## src/rtl/sfifo_pkg.sv

```systemverilog
package sfifo_pkg;

  // Index of each edge-detected strobe in the event vectors of the top module.
  localparam int unsigned EV_WR = 0;
  localparam int unsigned EV_RD = 1;
  localparam int unsigned N_EV  = 2;

  // Index of each level-only strobe.
  localparam int unsigned LV_CLR = 0;
  localparam int unsigned LV_RWD = 1;
  localparam int unsigned N_LV   = 2;

  // Fill level reaches the capacity of the buffer.
  function automatic logic at_capacity(input int fill, input int depth);
    return fill >= depth;
  endfunction

  // Fill level strictly above half of the capacity.
  function automatic logic above_half(input int fill, input int depth);
    return fill > (depth / 2);
  endfunction

endpackage

```

## src/rtl/sfifo_sync.sv

```systemverilog
module sfifo_sync #(
  parameter int STAGES = 2
) (
  input  logic clk,
  input  logic async_in,
  output logic sync_out
);
  logic [STAGES-1:0] chain_q;

  for (genvar s = 0; s < STAGES; s++) begin : g_stage
    if (s == 0) begin : g_first
      always_ff @(posedge clk) chain_q[0] <= async_in;
    end else begin : g_next
      always_ff @(posedge clk) chain_q[s] <= chain_q[s-1];
    end
  end

  assign sync_out = chain_q[STAGES-1];
endmodule

```

## src/rtl/sfifo_edge.sv

```systemverilog
module sfifo_edge #(
  parameter int STAGES = 2
) (
  input  logic clk,
  input  logic strb_n,
  output logic fall,
  output logic rise
);
  logic lvl;
  logic prev_q;

  sfifo_sync #(.STAGES(STAGES)) u_sync (
    .clk      (clk),
    .async_in (strb_n),
    .sync_out (lvl)
  );

  always_ff @(posedge clk) prev_q <= lvl;

  assign fall = prev_q & ~lvl;
  assign rise = ~prev_q & lvl;
endmodule

```

## src/rtl/sfifo_store.sv

```systemverilog
module sfifo_store #(
  parameter int DATA_W = 9,
  parameter int ADDR_W = 9
) (
  input  logic              clk,
  input  logic              we,
  input  logic [ADDR_W-1:0] waddr,
  input  logic [DATA_W-1:0] wdata,
  input  logic [ADDR_W-1:0] raddr,
  output logic [DATA_W-1:0] rdata
);
  localparam int WORDS = 1 << ADDR_W;

  logic [DATA_W-1:0] mem [WORDS];

  always_ff @(posedge clk) begin
    if (we) mem[waddr] <= wdata;
  end

  assign rdata = mem[raddr];
endmodule

```

## src/rtl/sfifo_flags.sv

```systemverilog
module sfifo_flags
  import sfifo_pkg::*;
#(
  parameter int PW    = 10,
  parameter int DEPTH = 512
) (
  input  logic          clk,
  input  logic          clr_act,
  input  logic          empty_upd,
  input  logic          level_upd,
  input  logic [PW-1:0] count_nx,
  input  logic [PW-1:0] fill_nx,
  output logic          empty_n,
  output logic          full_n,
  output logic          half_n
);
  always_ff @(posedge clk) begin
    if (clr_act) begin
      empty_n <= 1'b0;
      full_n  <= 1'b1;
      half_n  <= 1'b1;
    end else begin
      if (empty_upd) empty_n <= (count_nx != '0);
      if (level_upd) begin
        full_n <= ~at_capacity(int'(fill_nx), DEPTH);
        half_n <= ~above_half(int'(fill_nx), DEPTH);
      end
    end
  end
endmodule

```

## src/rtl/strobe_fifo.sv

```systemverilog
module strobe_fifo
  import sfifo_pkg::*;
#(
  parameter int DATA_W      = 9,
  parameter int ADDR_W      = 9,
  parameter int SYNC_STAGES = 2
) (
  input  logic              clk,
  input  logic [DATA_W-1:0] din,
  input  logic              wr_strb_n,
  input  logic              rd_strb_n,
  input  logic              clr_n,
  input  logic              rewind_n,
  output logic [DATA_W-1:0] dout,
  output logic              dout_oe,
  output logic              empty_n,
  output logic              full_n,
  output logic              half_n
);
  localparam int DEPTH = 1 << ADDR_W;
  localparam int PW    = ADDR_W + 1;

  // Strobe conditioning
  logic [N_EV-1:0] ev_raw, ev_fall, ev_rise;
  logic [N_LV-1:0] lv_raw, lv_sync;

  assign ev_raw[EV_WR]  = wr_strb_n;
  assign ev_raw[EV_RD]  = rd_strb_n;
  assign lv_raw[LV_CLR] = clr_n;
  assign lv_raw[LV_RWD] = rewind_n;

  for (genvar g = 0; g < N_EV; g++) begin : g_edge
    sfifo_edge #(.STAGES(SYNC_STAGES)) u_edge (
      .clk    (clk),
      .strb_n (ev_raw[g]),
      .fall   (ev_fall[g]),
      .rise   (ev_rise[g])
    );
  end

  for (genvar g = 0; g < N_LV; g++) begin : g_level
    sfifo_sync #(.STAGES(SYNC_STAGES)) u_sync (
      .clk      (clk),
      .async_in (lv_raw[g]),
      .sync_out (lv_sync[g])
    );
  end

  // Named internal events
  logic clr_act, rt_act, wr_arm, wr_commit, rd_fall, rd_take, rd_release;
  logic [PW-1:0] wptr_q, rptr_q, wptr_nx, rptr_nx;
  logic [PW-1:0] count, count_nx, fill_nx;
  logic armed_q, armed_nx, rd_live_q;
  logic [DATA_W-1:0] rdata, dout_q;

  assign clr_act    = ~lv_sync[LV_CLR];
  assign rt_act     = ~clr_act & ~lv_sync[LV_RWD];
  assign count      = wptr_q - rptr_q;
  assign wr_arm     = ~clr_act & ev_fall[EV_WR] &
                      ~at_capacity(int'(count) + int'(armed_q), DEPTH);
  assign wr_commit  = ~clr_act & ev_rise[EV_WR] & armed_q;
  assign rd_fall    = ~clr_act & ev_fall[EV_RD];
  assign rd_take    = rd_fall & ~rt_act & (count != '0);
  assign rd_release = ~clr_act & ev_rise[EV_RD];

  always_comb begin
    wptr_nx  = wptr_q + PW'(wr_commit);
    rptr_nx  = rt_act ? '0 : rptr_q + PW'(rd_take);
    armed_nx = wr_arm | (armed_q & ~ev_rise[EV_WR]);
    count_nx = wptr_nx - rptr_nx;
    fill_nx  = count_nx + PW'(armed_nx);
  end

  always_ff @(posedge clk) begin
    if (clr_act) begin
      wptr_q    <= '0;
      rptr_q    <= '0;
      armed_q   <= 1'b0;
      rd_live_q <= 1'b0;
    end else begin
      wptr_q  <= wptr_nx;
      rptr_q  <= rptr_nx;
      armed_q <= armed_nx;
      if (rd_take)         rd_live_q <= 1'b1;
      else if (rd_release) rd_live_q <= 1'b0;
    end
  end

  always_ff @(posedge clk) begin
    if (rd_take) dout_q <= rdata;
  end

  sfifo_store #(.DATA_W(DATA_W), .ADDR_W(ADDR_W)) u_store (
    .clk   (clk),
    .we    (wr_commit),
    .waddr (wptr_q[ADDR_W-1:0]),
    .wdata (din),
    .raddr (rptr_q[ADDR_W-1:0]),
    .rdata (rdata)
  );

  sfifo_flags #(.PW(PW), .DEPTH(DEPTH)) u_flags (
    .clk       (clk),
    .clr_act   (clr_act),
    .empty_upd (rd_take | wr_commit | rt_act),
    .level_upd (wr_arm | rd_release | rt_act),
    .count_nx  (count_nx),
    .fill_nx   (fill_nx),
    .empty_n   (empty_n),
    .full_n    (full_n),
    .half_n    (half_n)
  );

  assign dout    = dout_q;
  assign dout_oe = rd_live_q;
endmodule

```

## config.mk

```make
export PLATFORM = sky130hd
export DESIGN_NAME = strobe_fifo
export DESIGN_NICKNAME = d
export VERILOG_FILES = /design/src/rtl/sfifo_pkg.sv /design/src/rtl/sfifo_sync.sv /design/src/rtl/sfifo_edge.sv /design/src/rtl/sfifo_store.sv /design/src/rtl/sfifo_flags.sv /design/src/rtl/strobe_fifo.sv
export SDC_FILE = /design/constraint.sdc
export NUM_CORES = 2
export LEC_CHECK = 0
export BUFFER_PORTS_ARGS = -buffer_cell sky130_fd_sc_hd__buf_4
export CAP_MARGIN = 20
export CORE_MARGIN = 2
export CORE_UTILIZATION = 57
export CTS_CLUSTER_SIZE = 8
export DETAILED_ROUTE_END_ITERATION = 7
export PLACE_DENSITY = 0.75
export SYNTH_ARGS = -nofsm -noshare
export SYNTH_HDL_FRONTEND = slang
export SYNTH_HIERARCHICAL = 1
export SYNTH_MEMORY_MAX_BITS = 65536
export SYNTH_SLANG_ARGS = --single-unit
```

## constraint.sdc

```tcl
create_clock -name clk -period 5.5 [get_ports clk]
set_clock_uncertainty 0.05 [all_clocks]
set_input_delay 1.1 -clock clk [delete_from_list [all_inputs] [get_ports clk]]
set_output_delay 1.1 -clock clk [all_outputs]
set_load 0.02 [all_outputs]
```

---- Yosys cells after proc, flatten, opt, wreduce, memory -nomap -nowiden ----
Memories as Yosys holds them, arrays and structs flattened. A register that Yosys moved wholly into a read port is not among the register bits.
Cells that the tools add are included.
word-level totals
  memory bits (writable) .................. 4608
  output and inout port bits .............. 13
  bits in registers ....................... 35
  memories kept ........................... 1
  word-level logic and storage cells ...... 64
  memory bits (read-only) ................. 0
  bits in latches ......................... 0
  input port bits ......................... 14
memories
  name         depth  width  rd ports  clocked after memory_dff  wr ports  line               source
  u_store.mem  512    9      1         1                         1         sfifo_store.sv:14  logic [DATA_W-1:0] mem [WORDS];
cells by class
  shifts and indexed selects .............. 0
  $mul .................................... 0
  div/mod/pow operators ................... 0
  reductions and logical operators ........ 3
  add/sub/neg operators ................... 6
  magnitude comparators ................... 3
  multiplexer cells ....................... 5
  bitwise operators ....................... 29
  equal/unequal tests ..................... 0
operators by type and width
  cell                  count
  $add 10x1->10         3
  $reduce_bool 10->1    2
  $sub 10x10->10        2
  $and 1x1->1           14
  $add 10x1->11         1
  $ge 11x10->1 const B  1
  $ge 10x10->1 const B  1
  $gt 10x9->1 const B   1
  $mux 10               1
  $not 1->1             10
  $or 1x1->1            5
  $mux 1                4
  $reduce_bool 2->1     1

---- Logic depth before layout (Yosys ltp) ----
  depth in word-level cells ............... 11
  gate-level depth with buffers ........... 26
  depth with buffers taken out ............ 26

---- Hierarchy ----
The synthesis kept the hierarchy.
by module, submodules not included
  module       area an instance (um^2)  times used  cells each  sequential area each (um^2)
  sfifo_store  179434.6                 1           8879        138372.7
  strobe_fifo  2404.8                   1           272         710.7
  sfifo_sync   40.0                     4           2           40.0
  sfifo_flags  155.1                    1           18          60.1
  sfifo_edge   35.0                     2           3           20.0

---- Worst setup path after synthesis ----
OpenSTA, ideal clock, no wires.
  path type ............................... reg-to-reg
  start point ............................. register wptr_q[0]
  end point ............................... register u_flags.half_n
  slack ................................... 86 ps
  required time ........................... 5327 ps
  arrival time ............................ 5241 ps
  setup time .............................. 123 ps
  stages on the path, launching flop included .. 27
  buffers on the path ..................... 0
  clock period less this slack ............ 5414 ps
  cell sequence ........................... dfxtp_1 > inv_1 > ha_1 > fa_1 > and2b_4 > o21bai_4 > and4b_4 > a2111oi_4 > nand4b_1 > o31ai_2 > inv_1 > ha_1 > ha_1 > nand3_1 > xnor2_1 > nand2_1 > ha_1 > a21o_1 > a221oi_1 > o21bai_1 > a21oi_1 > xnor2_1 > nand4_1 > xnor2_1 > o21ai_0 > o21ai_0 > nand3b_1
between the ends
  longest elaborated chain between the ends .. 9
  elaborated cells on any way between the ends .. 17
  classes of those cells .................. 6 x add/sub; 2 x order compare; 1 x mux; 7 x bitwise; 1 x reduce/logical
ends and longest elaborated chain
  element                   line               source
  start: declaration        strobe_fifo.sv:51  logic [PW-1:0] wptr_q, rptr_q, wptr_nx, rptr_nx;
  start signal: assignment  strobe_fifo.sv:81  wptr_q <= wptr_nx;
  $sub 10x10->10            strobe_fifo.sv:58  assign count = wptr_q - rptr_q;
  $reduce_bool 10->1        strobe_fifo.sv:63  assign rd_take = rd_fall & ~rt_act & (count != '0);
  $and 1x1->1               strobe_fifo.sv:63
  net rd_take               strobe_fifo.sv:50  logic clr_act, rt_act, wr_arm, wr_commit, rd_fall, rd_take, rd_release;
  $add 10x1->10             strobe_fifo.sv:68  rptr_nx = rt_act ? '0 : rptr_q + PW'(rd_take);
  $mux 10                   strobe_fifo.sv:68
  $sub 10x10->10            strobe_fifo.sv:70  count_nx = wptr_nx - rptr_nx;
  net count_nx[8]           strobe_fifo.sv:52  logic [PW-1:0] count, count_nx, fill_nx;
  $add 10x1->10             strobe_fifo.sv:71  fill_nx = count_nx + PW'(armed_nx);
  net fill_nx[9]            strobe_fifo.sv:52
  $gt 10x9->1               sfifo_pkg.sv:20    return fill > (depth / 2);
  $not 1->1                 sfifo_flags.sv:26  half_n <= ~above_half(int'(fill_nx), DEPTH);
  end signal: assignment    sfifo_flags.sv:26
  end: declaration          sfifo_flags.sv:15  output logic half_n
The timed path passes the listed nets, and every way through them passes these cells.
A chain may end at the register's enable or synchronous reset.

---- Worst setup path after layout ----
  start point ............................. register rptr_q[0]
  end point ............................... register dout_q[3] (netlist: dout[3]), read port of u_store.mem, data pin
between the ends
  longest elaborated chain between the ends .. 3
ends and longest elaborated chain
  element                   line               source
  start: declaration        strobe_fifo.sv:51
  start signal: assignment  strobe_fifo.sv:82  rptr_q <= rptr_nx;
  $sub 10x10->10            strobe_fifo.sv:58
  $reduce_bool 10->1        strobe_fifo.sv:63
  $and 1x1->1               strobe_fifo.sv:63
  end: declaration          strobe_fifo.sv:54  logic [DATA_W-1:0] rdata, dout_q;
Parallel ways exist; a longest one is shown, timed or not.

==> flow_results.org <==
** Synth
- Each instance of the synthesized netlist takes up on average between 15 and 20 um^2.
- After synthesis the cells add up to around 0.18 mm^2.
- The Yosys step of the flow raised 6 warnings.
- Most area-consuming cells after synthesis :: edfxtp_1, mux4_2, mux2i_1
- The netlist uses 73 different library cells.
- The share of the Yosys chip area taken by registers is 0.7647.
- Post-synth top flop :: edfxtp_1
- In this run, synthesis produced a sequential element count of 4652.
- Post-synthesis cell type with the largest combined area :: edfxtp_1
- When the netlist entered floorplanning its net count stood at between 9000 and 10000.
- In this run, synthesis inferred 4617 flip-flops with an integrated enable.
- After synthesis, the share of flip-flops with an asynchronous set or reset is 0.
- Number of standard cells after synthesis :: between 9000 and 10000
- Of the post-synthesis cell area, the dominant cell type holds 0.7608.

** Placed design
- Routability-driven placement finished with a final weighted congestion of between 0.8 and 0.9.
- Worst slack, placed :: just under 0.07 ns
- After legalization and detailed placement, the total HPWL measured around 260 mm.
- Once placement completed, the tool counted placed cells totaling between 10000 and 15000.
- PortBufs :: 26

** Power and ir drop
- Combinational Power Share :: 0.009
- IR analysis of the VDD net gives a maximum drop of between 0.3 and 0.4 mV.
- Of the total power, the share spent switching nets is 0.1966.
- In this run the static leakage power is a little over 60 nW.
- Flop pwr share :: 0.520
- For this design the total switching power over the nets is about 15 mW.
- Of the total power, the clock network draws 0.471.
- Post-layout total power :: about 75 mW
- Power spread over the standard cell area amounts to around 370 mW/mm^2.
- Internal cell power :: between 60 and 70 mW

** Hold path
- Along the worst hold path, the cell count comes to 1.
- The worst hold path begins at clr_n.
- The tightest min-delay check is of the in -> reg type.
- Hold-critical path endpoint :: g_level[0].u_sync/chain_q[0]

** Route
- Post-route antenna net violation count :: 0
- Uppermost layer routed :: met5
- Via density per instance :: just under 7
- Wire length on met2 :: ~220 mm
- Total Routed Length :: approximately 460 mm
- For this block, the via count after detailed routing is 95700.
- Drt first pass iters :: 8
- Routed len/inst :: roughly 33 um
- Count of routing violations after the opening detailed-route iteration :: approximately 14000
- After detailed routing, the number of remaining DRC violations is 0.
- The detailed router put a total of between 150 and 200 mm of wire on met1.
- The routed design uses about 54 mm of met3 wire.

** Clock network
- Clock sinks :: ~4700
- Register clock-pin slew on the reported worst setup and hold paths :: roughly 0.05 ns
- Clock latency reported for the late side of the worst-skew pair :: 1.06 ns
- TritonCTS clock tree :: done
- Inserted Clock Buffers :: between 600 and 700
- Clock root buffer master :: clkbuf_16
- H-tree levels :: 6
- Count of hold-fix buffers inserted at cts :: 0
- Maximum clock insertion buffer count :: 4

** Worst setup path
- Data on the critical path is required at its endpoint by 6.36 ns.
- Arrival time of data at the critical path endpoint :: between 6 and 7 ns
- Worst R2R Start :: rptr_q[0]
- The number of cells on the worst reg-to-reg path is 11.
- The number of buffers and inverters on the critical path is 4.
- Critical path capture point type :: flip-flop
- In this run the critical register-to-register path is captured at dout[3].
- The largest single stage delay on the critical path is 0.86 ns.
- Highest fanout seen on the critical path :: roughly 130
- Critical-path cell list :: buf_12 > buf_12 > buf_4 > mux2i_1 > o221ai_1 > a21oi_1 > o21ai_0 > nand4_1 > nand4_1 > buf_4 > and4bb_1
- The largest individual stage delay along the critical path comes from the cell buf_4.
- Cell family with the largest share of critical-path delay :: buffers and inverters
- Type of the worst setup path :: reg -> reg
- In this run the register-to-register setup slack is roughly 0.27 ns.
- Startpoint Class :: flip-flop

** Cells and area
- Area of combinational cells with multiple inputs :: about 0.040 mm^2
- Relative to the synthesized area, the layout overhead comes to 12.59%.
- The library cell used most frequently in the layout, excluding fill and tap cells, is edfxtp_1.
- Counting the fill cells in the layout gives around 20000.
- Ratio of cells with drive above 1 in the final layout :: 0.1915
- Leaving out fill and tap cells, the most frequent cells in the layout are edfxtp_1, mux2i_1, mux4_2, clkbuf_16, nor2_1.
- Fin util :: 0.6451
- Combined flip-flop and latch cell area :: ~0.14 mm^2
- Net total in the final layout :: 9620
- Non-Filler Instances :: between 10000 and 15000

** Die
- The floorplan step defined a die boundary enclosing between 0.3 and 0.4 mm^2.
- Effective utilization at floorplan :: 0.5729
- The total area inside the core boundary comes to 0.3181 mm^2.
- Width of the die :: roughly 570 um
- Cell row count :: between 200 and 250
- The floorplan step set the die height to between 500 and 600 um.
- For this design the top-level I/O count stands at 27.

** Timing
- For the pin with the worst max-slew slack, the measured transition is between 1 and 1.5 ns.
- Setup violations remaining at the end of the flow were counted as 0.
- Worst slew margin :: 0.1522
- Final hold vios :: 0
- In the post-route analysis, the smallest setup slack over all paths is about 0.27 ns.
- Final Max Slew Viols :: 0
- Maximum clock frequency :: between 150 and 200 MHz
- Post-layout minimum cycle time :: around 5.2 ns
- Dividing the final minimum period by the clock period gives 0.9506.
- Final total negative setup slack :: 0 ns

** GRT
- Gr usage total :: 0.2822
- For this run the aggregate overflow at the end of global routing stands at 0.
- Vias in the first global route :: a little under 100k
- Pin count of the biggest net entering global routing :: roughly 180
- The first global-routing pass estimated roughly 670 mm of wire.
- The number of antenna violations at the first check in global routing was 12.

** Outcome
- The run finished with clean final reports.

** Job
- The tool flagged a number of max-cap violations equal to 0.
[power by group through the flow]
stage	registers, mW	clock network, mW	logic (mW)
finish	39.1	35.4	0.713
floorplan	39.7	0	0.0410
CTS	39.1	35.8	0.710
global route	39.0	37.2	0.752
global placement	39.7	0	0.658
detailed placement	39.7	0	0.709
[Yosys cell counts, types with 10 or more instances]
cell / number
buf_4: 85
nor3_1: 51
mux2i_1: 879
mux2_2: 17
xnor2_1: 29
o21ai_0: 132
buf_1: 63
nand2_1: 151
mux4_2: 747
and3_1: 20
ha_1: 27
a22oi_1: 51
nor2_1: 622
buf_6: 61
nor2b_1: 13
a211oi_1: 17
edfxtp_1: 4617
o221ai_1: 426
buf_2: 85
a21oi_1: 224
clkbuf_1: 246
and2_1: 30
nand3_1: 39
o31ai_1: 20
and4_1: 10
nand4_1: 72
dfxtp_1: 35
inv_1: 25
buf_8: 20
o22ai_1: 193
o21ai_1: 22
a31oi_1: 15
nor4_1: 29
[layer usage]
layer	GRT usage	vias up
li1	-	38730
met1	0.3784	49260
met2	0.4405	6531
met3	0.06725	1170
met4	0.1347	10
met5	0	-
[worst register-to-register path, delay by kind of cell, from the launching register on]
family / cells / cell delay [ns]
AOI/OAI and AO/OA: 3 / 0.88
buffers and inverters: 4 / 2.63
DFF: 1 / 0.36
muxes: 1 / 0.25
and+or+nand+nor: 3 / 0.89
[kinds of logic after synthesis]
| kind of cell | synth area share |
|---|---|
| compound gates | 0.04413 |
| xor+xnor | 0.001778 |
| fa+ha+maj | 0.002074 |
| buf+inv | 0.01881 |
| flops | 0.7647 |
| mux | 0.1417 |
| simple gates | 0.02687 |
[worst max path at each step]
stage,startpoint,to,slack [ns],cells after the start
6_report,rptr_q[0],dout[3],0.27,11
2_1_floorplan,wptr_q[0],u_flags/half_n,0.09,26
4_1_cts,wptr_q[0],u_flags/half_n,0.02,26
3_5_place_dp,wptr_q[0],u_flags/half_n,0.07,26
5_1_grt,wptr_q[0],u_flags/half_n,-0.004,26
3_3_place_gp,wptr_q[0],u_flags/half_n,-0.05,26
[area by class of cell]
class | instances | area share
antenna | 7 | 0.00008538
clock buffer | 683 | 0.08092
clock inverter | 54 | 0.005080
inverter | 26 | 0.0005123
multi-input combinational | 3939 | 0.1936
sequential | 4652 | 0.6792
tap | 4180 | 0.02549
timing repair buffer | 306 | 0.01512
[through the flow]
step	hold WS, ns	area [um^2]
floorplan	0.2596	182200
global placement	0.2639	187400
detailed placement	0.2644	187400
CTS	0.04222	205100
global route	0.09829	205200
finish	0.1115	205200
[sequential cells by signal, indices dropped and copies added (netlist names)]
name / count
armed_q: 1
dout: 9
dout_oe: 1
g_edge.u_edge/prev_q: 2
g_edge.u_edge/u_sync/chain_q: 2
g_edge.u_edge/u_sync/sync_out: 2
g_level.u_sync/chain_q: 2
g_level.u_sync/sync_out: 2
rptr_q: 10
u_flags/empty_n: 1
u_flags/full_n: 1
u_flags/half_n: 1
u_store/mem: 4608
wptr_q: 10
[repair_timing]
action,CTS,global route
endpoints found under the setup margin,0,3
buffers inserted,0,2
gates resized for setup,0,8
Power figures use the tool's default switching activity.
